`config.mk`:
```
export PLATFORM = sky130hd
export DESIGN_NAME = evt_intr_unit
export DESIGN_NICKNAME = d
export VERILOG_FILES = /design/src/rtl/evt_pkg.sv /design/src/rtl/evt_word_bank.sv /design/src/rtl/evt_regport.sv /design/src/rtl/evt_irq_fsm.sv /design/src/rtl/evt_intr_unit.sv
export SDC_FILE = /design/constraint.sdc
export NUM_CORES = 1
export LEC_CHECK = 0
export ABC_AREA = 1
export CAP_MARGIN = 15
export CORE_MARGIN = 5
export CORE_UTILIZATION = 30
export CTS_BUF_LIST = sky130_fd_sc_hd__clkbuf_4
export CTS_CLUSTER_DIAMETER = 100
export DETAILED_ROUTE_END_ITERATION = 10
export GPL_TIMING_DRIVEN = 0
export PLACE_DENSITY = 0.58
export SLEW_MARGIN = 20
export SYNTH_ARGS = -nofsm -noshare
export SYNTH_HDL_FRONTEND = slang
export SYNTH_SLANG_ARGS = --single-unit
```
`constraint.sdc`:
```
create_clock -name clk -period 3.2 [get_ports clk]
set_input_delay 0.64 -clock clk [delete_from_list [all_inputs] [get_ports clk]]
set_output_delay 0.64 -clock clk [all_outputs]
set_load 0.01 [all_outputs]
```
`src/rtl/evt_pkg.sv`:
```
package evt_pkg;
    localparam int NW = 2;

    localparam int OFS_UP_EVT = 8'h00;
    localparam int OFS_UP_ACK = 8'h08;
    localparam int OFS_DN_EVT = 8'h3C;
    localparam int OFS_DN_ACK = 8'h44;
    localparam int OFS_MASK   = 8'h50;
    localparam int OFS_STAT   = 8'h58;

    typedef enum logic {RD_IDLE, RD_RESP} rd_state_t;
    typedef enum logic {IRQ_QUIET, IRQ_RAISED} irq_state_t;
endpackage

```
`src/rtl/evt_word_bank.sv`:
```
module evt_word_bank #(
    parameter int DW = 32,
    parameter int NW = 2,
    localparam int TW = DW * NW
) (
    input  logic          clk,
    input  logic          rst_n,
    input  logic [TW-1:0] set_bits,
    input  logic [TW-1:0] clr_bits,
    output logic [TW-1:0] q
);
    for (genvar w = 0; w < NW; w++) begin : g_word
        logic [DW-1:0] word_q;
        always_ff @(posedge clk) begin
            if (!rst_n) begin
                word_q <= '0;
            end else begin
                word_q <= (word_q & ~clr_bits[w*DW +: DW]) | set_bits[w*DW +: DW];
            end
        end
        assign q[w*DW +: DW] = word_q;
    end

    // a bit set in a cycle is present afterwards even if also cleared
    a_r5_set_wins: assert property (@(posedge clk) disable iff (!rst_n)
        (|set_bits) |=> ((q & $past(set_bits)) == $past(set_bits)));

    // cleared (and not set) bits are gone on the next clock
    a_r4_clear_next: assert property (@(posedge clk) disable iff (!rst_n)
        (|clr_bits) |=> ((q & $past(clr_bits & ~set_bits)) == '0));

    // no bit is lost unless cleared
    a_r2_accumulate: assert property (@(posedge clk) disable iff (!rst_n)
        rst_n |=> ((q & $past(q & ~clr_bits)) == $past(q & ~clr_bits)));
endmodule

```
`src/rtl/evt_regport.sv`:
```
module evt_regport
    import evt_pkg::*;
#(
    parameter int DW = 32,
    parameter int AW = 8,
    localparam int TW = DW * NW
) (
    input  logic          clk,
    input  logic          rst_n,
    input  logic          req,
    input  logic          we,
    input  logic [AW-1:0] addr,
    input  logic [DW-1:0] wdata,
    input  logic [TW-1:0] up_q,
    input  logic [TW-1:0] dn_q,
    input  logic [TW-1:0] mask_q,
    output logic [TW-1:0] up_set,
    output logic [TW-1:0] dn_clr,
    output logic [NW-1:0] mask_we,
    output logic [DW-1:0] rdata,
    output logic          rvalid
);
    rd_state_t     rd_state, rd_next;
    logic [DW-1:0] rdata_q;
    logic [DW-1:0] rmux;
    logic          wr_en, rd_en;

    assign wr_en = req && we;
    assign rd_en = req && !we;

    always_comb begin
        up_set  = '0;
        dn_clr  = '0;
        mask_we = '0;
        for (int w = 0; w < NW; w++) begin
            if (wr_en && addr == AW'(OFS_UP_EVT + 4*w)) up_set[w*DW +: DW] = wdata;
            if (wr_en && addr == AW'(OFS_DN_ACK + 4*w)) dn_clr[w*DW +: DW] = wdata;
            if (wr_en && addr == AW'(OFS_MASK + 4*w))   mask_we[w] = 1'b1;
        end
    end

    always_comb begin
        rmux = '0;
        for (int w = 0; w < NW; w++) begin
            if (addr == AW'(OFS_UP_EVT + 4*w)) rmux = up_q[w*DW +: DW];
            if (addr == AW'(OFS_DN_EVT + 4*w)) rmux = dn_q[w*DW +: DW];
            if (addr == AW'(OFS_MASK + 4*w))   rmux = mask_q[w*DW +: DW];
            if (addr == AW'(OFS_STAT + 4*w))   rmux = dn_q[w*DW +: DW] & mask_q[w*DW +: DW];
        end
    end

    always_comb begin
        rd_next = rd_state;
        unique case (rd_state)
            RD_IDLE: if (rd_en) rd_next = RD_RESP;
            RD_RESP: if (!rd_en) rd_next = RD_IDLE;
            default: rd_next = RD_IDLE;
        endcase
    end

    always_ff @(posedge clk) begin
        if (!rst_n) rd_state <= RD_IDLE;
        else        rd_state <= rd_next;
    end

    always_ff @(posedge clk) begin
        if (!rst_n)     rdata_q <= '0;
        else if (rd_en) rdata_q <= rmux;
    end

    assign rdata  = (rd_state == RD_RESP) ? rdata_q : '0;
    assign rvalid = (rd_state == RD_RESP);

    // valid read data only in the cycle after a read request
    a_r9_rvalid_after_read: assert property (@(posedge clk) disable iff (!rst_n)
        rd_en |=> rvalid);
    a_r9_no_spurious_rvalid: assert property (@(posedge clk) disable iff (!rst_n)
        !rd_en |=> !rvalid);
endmodule

```
`src/rtl/evt_irq_fsm.sv`:
```
module evt_irq_fsm
    import evt_pkg::*;
#(
    parameter int DW = 32,
    localparam int TW = DW * NW
) (
    input  logic          clk,
    input  logic          rst_n,
    input  logic [TW-1:0] dn_q,
    input  logic [TW-1:0] mask_q,
    output logic          irq_n
);
    irq_state_t st, st_next;
    logic       pending;

    assign pending = |(dn_q & mask_q);

    always_comb begin
        st_next = st;
        unique case (st)
            IRQ_QUIET:  if (pending)  st_next = IRQ_RAISED;
            IRQ_RAISED: if (!pending) st_next = IRQ_QUIET;
            default:    st_next = IRQ_QUIET;
        endcase
    end

    always_ff @(posedge clk) begin
        if (!rst_n) st <= IRQ_QUIET;
        else        st <= st_next;
    end

    always_comb begin
        irq_n = 1'b1;
        unique case (st)
            IRQ_QUIET:  irq_n = 1'b1;
            IRQ_RAISED: irq_n = 1'b0;
            default:    irq_n = 1'b1;
        endcase
    end

    // interrupt follows the enabled pending condition one clock later
    a_r7_raise: assert property (@(posedge clk) disable iff (!rst_n)
        (|(dn_q & mask_q)) |=> !irq_n);
    a_r7_drop: assert property (@(posedge clk) disable iff (!rst_n)
        !(|(dn_q & mask_q)) |=> irq_n);
endmodule

```
`src/rtl/evt_intr_unit.sv`:
```
module evt_intr_unit
    import evt_pkg::*;
#(
    parameter int DW = 32,
    parameter int AW = 8,
    localparam int TW = DW * NW
) (
    input  logic          clk,
    input  logic          rst_n,
    input  logic          reg_req,
    input  logic          reg_we,
    input  logic [AW-1:0] reg_addr,
    input  logic [DW-1:0] reg_wdata,
    output logic [DW-1:0] reg_rdata,
    output logic          reg_rvalid,
    input  logic [TW-1:0] fw_set,
    input  logic [TW-1:0] fw_up_clr,
    output logic [TW-1:0] fw_up_evt,
    output logic          irq_n
);
    logic [TW-1:0] up_q, dn_q, mask_q;
    logic [TW-1:0] up_set, dn_clr;
    logic [NW-1:0] mask_we;

    evt_regport #(.DW(DW), .AW(AW)) i_port (
        .clk(clk), .rst_n(rst_n),
        .req(reg_req), .we(reg_we), .addr(reg_addr), .wdata(reg_wdata),
        .up_q(up_q), .dn_q(dn_q), .mask_q(mask_q),
        .up_set(up_set), .dn_clr(dn_clr), .mask_we(mask_we),
        .rdata(reg_rdata), .rvalid(reg_rvalid)
    );

    evt_word_bank #(.DW(DW), .NW(NW)) i_up_bank (
        .clk(clk), .rst_n(rst_n),
        .set_bits(up_set), .clr_bits(fw_up_clr), .q(up_q)
    );

    evt_word_bank #(.DW(DW), .NW(NW)) i_dn_bank (
        .clk(clk), .rst_n(rst_n),
        .set_bits(fw_set), .clr_bits(dn_clr), .q(dn_q)
    );

    for (genvar w = 0; w < NW; w++) begin : g_mask
        logic [DW-1:0] m_q;
        always_ff @(posedge clk) begin
            if (!rst_n)          m_q <= '0;
            else if (mask_we[w]) m_q <= reg_wdata;
        end
        assign mask_q[w*DW +: DW] = m_q;
    end

    evt_irq_fsm #(.DW(DW)) i_irq (
        .clk(clk), .rst_n(rst_n),
        .dn_q(dn_q), .mask_q(mask_q), .irq_n(irq_n)
    );

    assign fw_up_evt = up_q;

    // a mask word changes only on a write to it
    a_r10_mask_hold: assert property (@(posedge clk) disable iff (!rst_n)
        !(|mask_we) |=> $stable(mask_q));
endmodule

```
==> results.md <==
- The number of synthesis warnings is 0.
- STA classifies the critical path endpoint as an output port.
- TritonCTS built the clock tree.
- The startpoint of the lowest-slack register-to-register path is g_mask[1].m_q[29]$_SDFFE_PN0P_.
- The final non-filler cell area is 15000 um2.
- The worst flop-to-flop path endpoint is i_irq.st$_SDFF_PN0_.
- The synthesized netlist contains 23 unique library cells.
- The worst hold path depth is 2.
- The clock tree root driver cell is sky130_fd_sc_hd__clkbuf_4.
- After layout, the worst setup slack is 0.196 ns.
- The hold buffer count at cts is 0.
- The end point of the most critical hold path is g_mask[0].m_q[24]$_SDFFE_PN0P_.
- The nature of the critical path startpoint is a flip-flop.
- The sequential cell area is 4520 um2.
- For the worst setup path, the data required time is 2.56 ns.
- The synthesis-stage register bit count is 226.
- The tool flagged a number of max-cap violations equal to 0.
- After detailed routing, the number of remaining DRC violations is 0.
- The design draws 6.13 mW.
- The first detailed-routing pass took 6 iterations.
- For the pin with the worst max-slew slack, the measured transition is 0.898 ns.
- The overall overflow remaining after global route is 0.
- The flow ran to the end, and the final reports show no timing, DRC or antenna violations.
- The total via count after detailed routing is 12300.
- The cell count of the worst reg-to-reg path is 6.
- After floorplanning, the core was sized to cover 36300 um2.
- The number of global-route vias before repair is 12300.
- The clock passes through at most 3 buffers.
- The arrival time of the worst setup path is 2.36 ns.
- The worst setup path is of the flip-flop to output port kind.
- The clock tree synthesis step divided the H-tree into 3 levels.
- Setup repair after global routing left no endpoint under its margin.
- The number of sinks on the clock net is 226.
- The floorplan has 70 rows.
- The aggregate routed wire length is 47.1 mm.
- For this run, the total global-route usage over all layers was measured as 0.224.
- The share of the core filled with cells is 0.413.
- The startpoint of the tightest hold check path is g_mask[0].m_q[24]$_SDFFE_PN0P_.
- The layout has 3907 filler cells.
- The leakage power is 6.23 nW.
- The insertion delay to the later sink of the worst-skew pair is 0.67 ns.
- In this run the horizontal extent of the chip is 201 um.
- The share of post-route cells with drive strength above 1 is 0.0688.
- The hold violation count in the final report is 0.
- The detail route stage leaves a number of antenna-violating nets equal to 0.
- After routing, the total negative slack on setup checks comes to 0 ns.
- In this run the tool buffered the top-level ports with 268 buffer cells.
- The highest clock frequency the design can meet is 0.333 GHz.
- The multi-input logic area is 4870 um2.
- The post-detailed-placement cell area is 14200 um2.
- After detailed routing, the number of vias per cell comes to 4.89.
- The setup violation total in the final timing report is 0.
- VDD sags by at most 0.000147 V.
- Clock-pin slew was measured on the worst setup and hold paths at 0.05 ns.
- In this run the worst hold path is classified as flip-flop to flip-flop.
- The first global-routing pass estimated 70.6 mm of wire.
- The count of placed standard cells including taps is 2410.
- The critical-path maximum fanout is 10.
- In the layout the commonest cells are sky130_fd_sc_hd__nand2_1, sky130_fd_sc_hd__inv_1, sky130_fd_sc_hd__clkdlybuf4s50_1.
- Before CTS, the worst setup slack after placement is -0.0438 ns.
- The weighted congestion reported at the end of routability-driven placement is 0.904.
- The initial antenna violation count is 5.
- 270 I/O pins were placed.
- Of the synthesized area, sequential elements account for 0.414.
- The final critical-path share of the clock period is 0.939.
- Setup slack on the worst reg-to-reg path comes out at 1.62 ns.
- The count of pins over their slew limit is 0.
- From bottom edge to top edge, the die measures 201 um.
- The overall die area is 40400 um2.
- The cell count after synthesis came out at 1674.
- The routed length per instance is 18.7 um.
- The non-filler instance count after layout is 2523.
- For this design the ratio of total power to cell area is 409 nW/um2.
- After synthesis, the mean cell area works out to 6.53 um2.
- The final hold slack is 0.462 ns.
- The area growth from synthesis to layout is 37.1%.
- The number of post-CTS setup repair buffers is 0.
- The worst-case clock skew is 0.0484 ns.
- The number of DRC markers in iteration 0 is 927.
- The library cell used most frequently in the layout, excluding fill and tap cells, is sky130_fd_sc_hd__nand2_1.
- The number of nets handed over by synthesis was 1846.
- The clock period minus final worst setup slack is 3.00 ns.
- The CTS buffer count is 68.
- Detailed placement finished with a half-perimeter wire length of 34.6 mm.
- The pin count of the biggest net entering global routing is 11.
- The effective utilization at floorplan is 0.301.
- The worst slew margin relative to its limit is 0.399.
- The final layout contains 2184 nets.
- The netlist area before placement is 10900 um2.
logic make-up (layout without fill, tap and decap cells):
kind of cell	Yosys count	in the layout	share of synthesized area
other	0	5	0
and+or+nand+nor	665	665	0.259
AOI/OAI and AO/OA	384	384	0.187
DFF	226	226	0.414
buffers and inverters	399	775	0.140
sequential cells by signal, indices dropped and copies added (netlist names):
signal,flops
i_dn_bank.g_word.word_q,64
i_port.rdata_q,32
i_up_bank.g_word.word_q,64
i_irq.st,1
g_mask.m_q,64
i_port.rvalid,1
final cells by class:
type	instances	share of cell area
Clock inverter	10	0.00275
Tap cell	468	0.0391
Sequential cell	226	0.302
Clock buffer	98	0.0491
Multi-Input combinational cell	1049	0.325
Inverter	301	0.0754
Antenna cell	5	0.000835
Timing Repair Buffer	268	0.179
Buffer	98	0.0270
critical path, cell delays in order, from the launching register on:
cell	delay, ns
sky130_fd_sc_hd__dfxtp_1	0.53
sky130_fd_sc_hd__clkbuf_2	0.38
sky130_fd_sc_hd__nand2_1	0.18
sky130_fd_sc_hd__inv_1	0.09
sky130_fd_sc_hd__clkdlybuf4s50_1	0.54
how the worst max path moves through the flow:
| stage | from | endpoint | slack (ns) | depth (start not counted) |
|---|---|---|---|---|
| final | i_port.rvalid$_SDFF_PN0_ | reg_rdata[11] | 0.20 | 4 |
| after detailed placement | reg_addr[7] | g_mask[0].m_q[3]$_SDFFE_PN0P_ | -0.04 | 8 |
| after floorplan | reg_addr[0] | g_mask[1].m_q[0]$_SDFFE_PN0P_ | 1.38 | 7 |
| after CTS | i_port.rvalid$_SDFF_PN0_ | reg_rdata[8] | 0.03 | 4 |
| after global routing | i_port.rvalid$_SDFF_PN0_ | reg_rdata[15] | 0.07 | 4 |
| after global placement | reg_addr[7] | g_mask[0].m_q[3]$_SDFFE_PN0P_ | 0.06 | 8 |
cell usage after synthesis:
cell type                  count  share of area
sky130_fd_sc_hd__o22ai_1      32          0.018
sky130_fd_sc_hd__inv_1       298           0.10
sky130_fd_sc_hd__nor3_1        1        0.00046
sky130_fd_sc_hd__clkinv_1      1        0.00034
sky130_fd_sc_hd__buf_2        27          0.012
sky130_fd_sc_hd__nor3_2        1        0.00092
sky130_fd_sc_hd__o211ai_1     32          0.022
sky130_fd_sc_hd__nor4_1        4         0.0023
sky130_fd_sc_hd__nor2_2        3         0.0017
sky130_fd_sc_hd__buf_1         2        0.00069
sky130_fd_sc_hd__o21ai_0     117          0.054
sky130_fd_sc_hd__nor2_4        1         0.0010
sky130_fd_sc_hd__nor4_4        1         0.0019
sky130_fd_sc_hd__nand2_2       1        0.00057
sky130_fd_sc_hd__clkbuf_1     69          0.024
sky130_fd_sc_hd__nor2_1      108          0.037
sky130_fd_sc_hd__o21ai_1      11         0.0050
sky130_fd_sc_hd__nand2_1     366           0.13
sky130_fd_sc_hd__dfxtp_1     226           0.41
sky130_fd_sc_hd__nand3_1     131          0.060
sky130_fd_sc_hd__nand4_1      48          0.027
sky130_fd_sc_hd__inv_2         2        0.00069
sky130_fd_sc_hd__a21oi_1     192          0.088
repair_timing:
| item | 4_1_cts | 5_1_grt |
|---|---|---|
| resized for setup | 1 | 2 |
| setup endpoints to repair | 7 | 3 |
| endpoints found under the hold margin | 0 | 0 |
routing by layer:
| layer | share of wire | up-vias | track usage |
|---|---|---|---|
| li1 | - | 6095 | - |
| met1 | 0.43 | 5579 | 0.283 |
| met2 | 0.46 | 546 | 0.366 |
| met3 | 0.078 | 124 | 0.0543 |
| met4 | 0.040 | 0 | 0.0954 |
| met5 | 0 | - | 0 |
report_power, final:
part / internal [mW] / total (mW) / switching (mW)
sequential: 2.88 / 2.92 / 0.0448
combinational: 0.259 / 0.566 / 0.307
clock: 1.39 / 2.64 / 1.26
total: 4.52 / 6.13 / 1.61
Note: power is estimated with default switching activity, not from simulation.
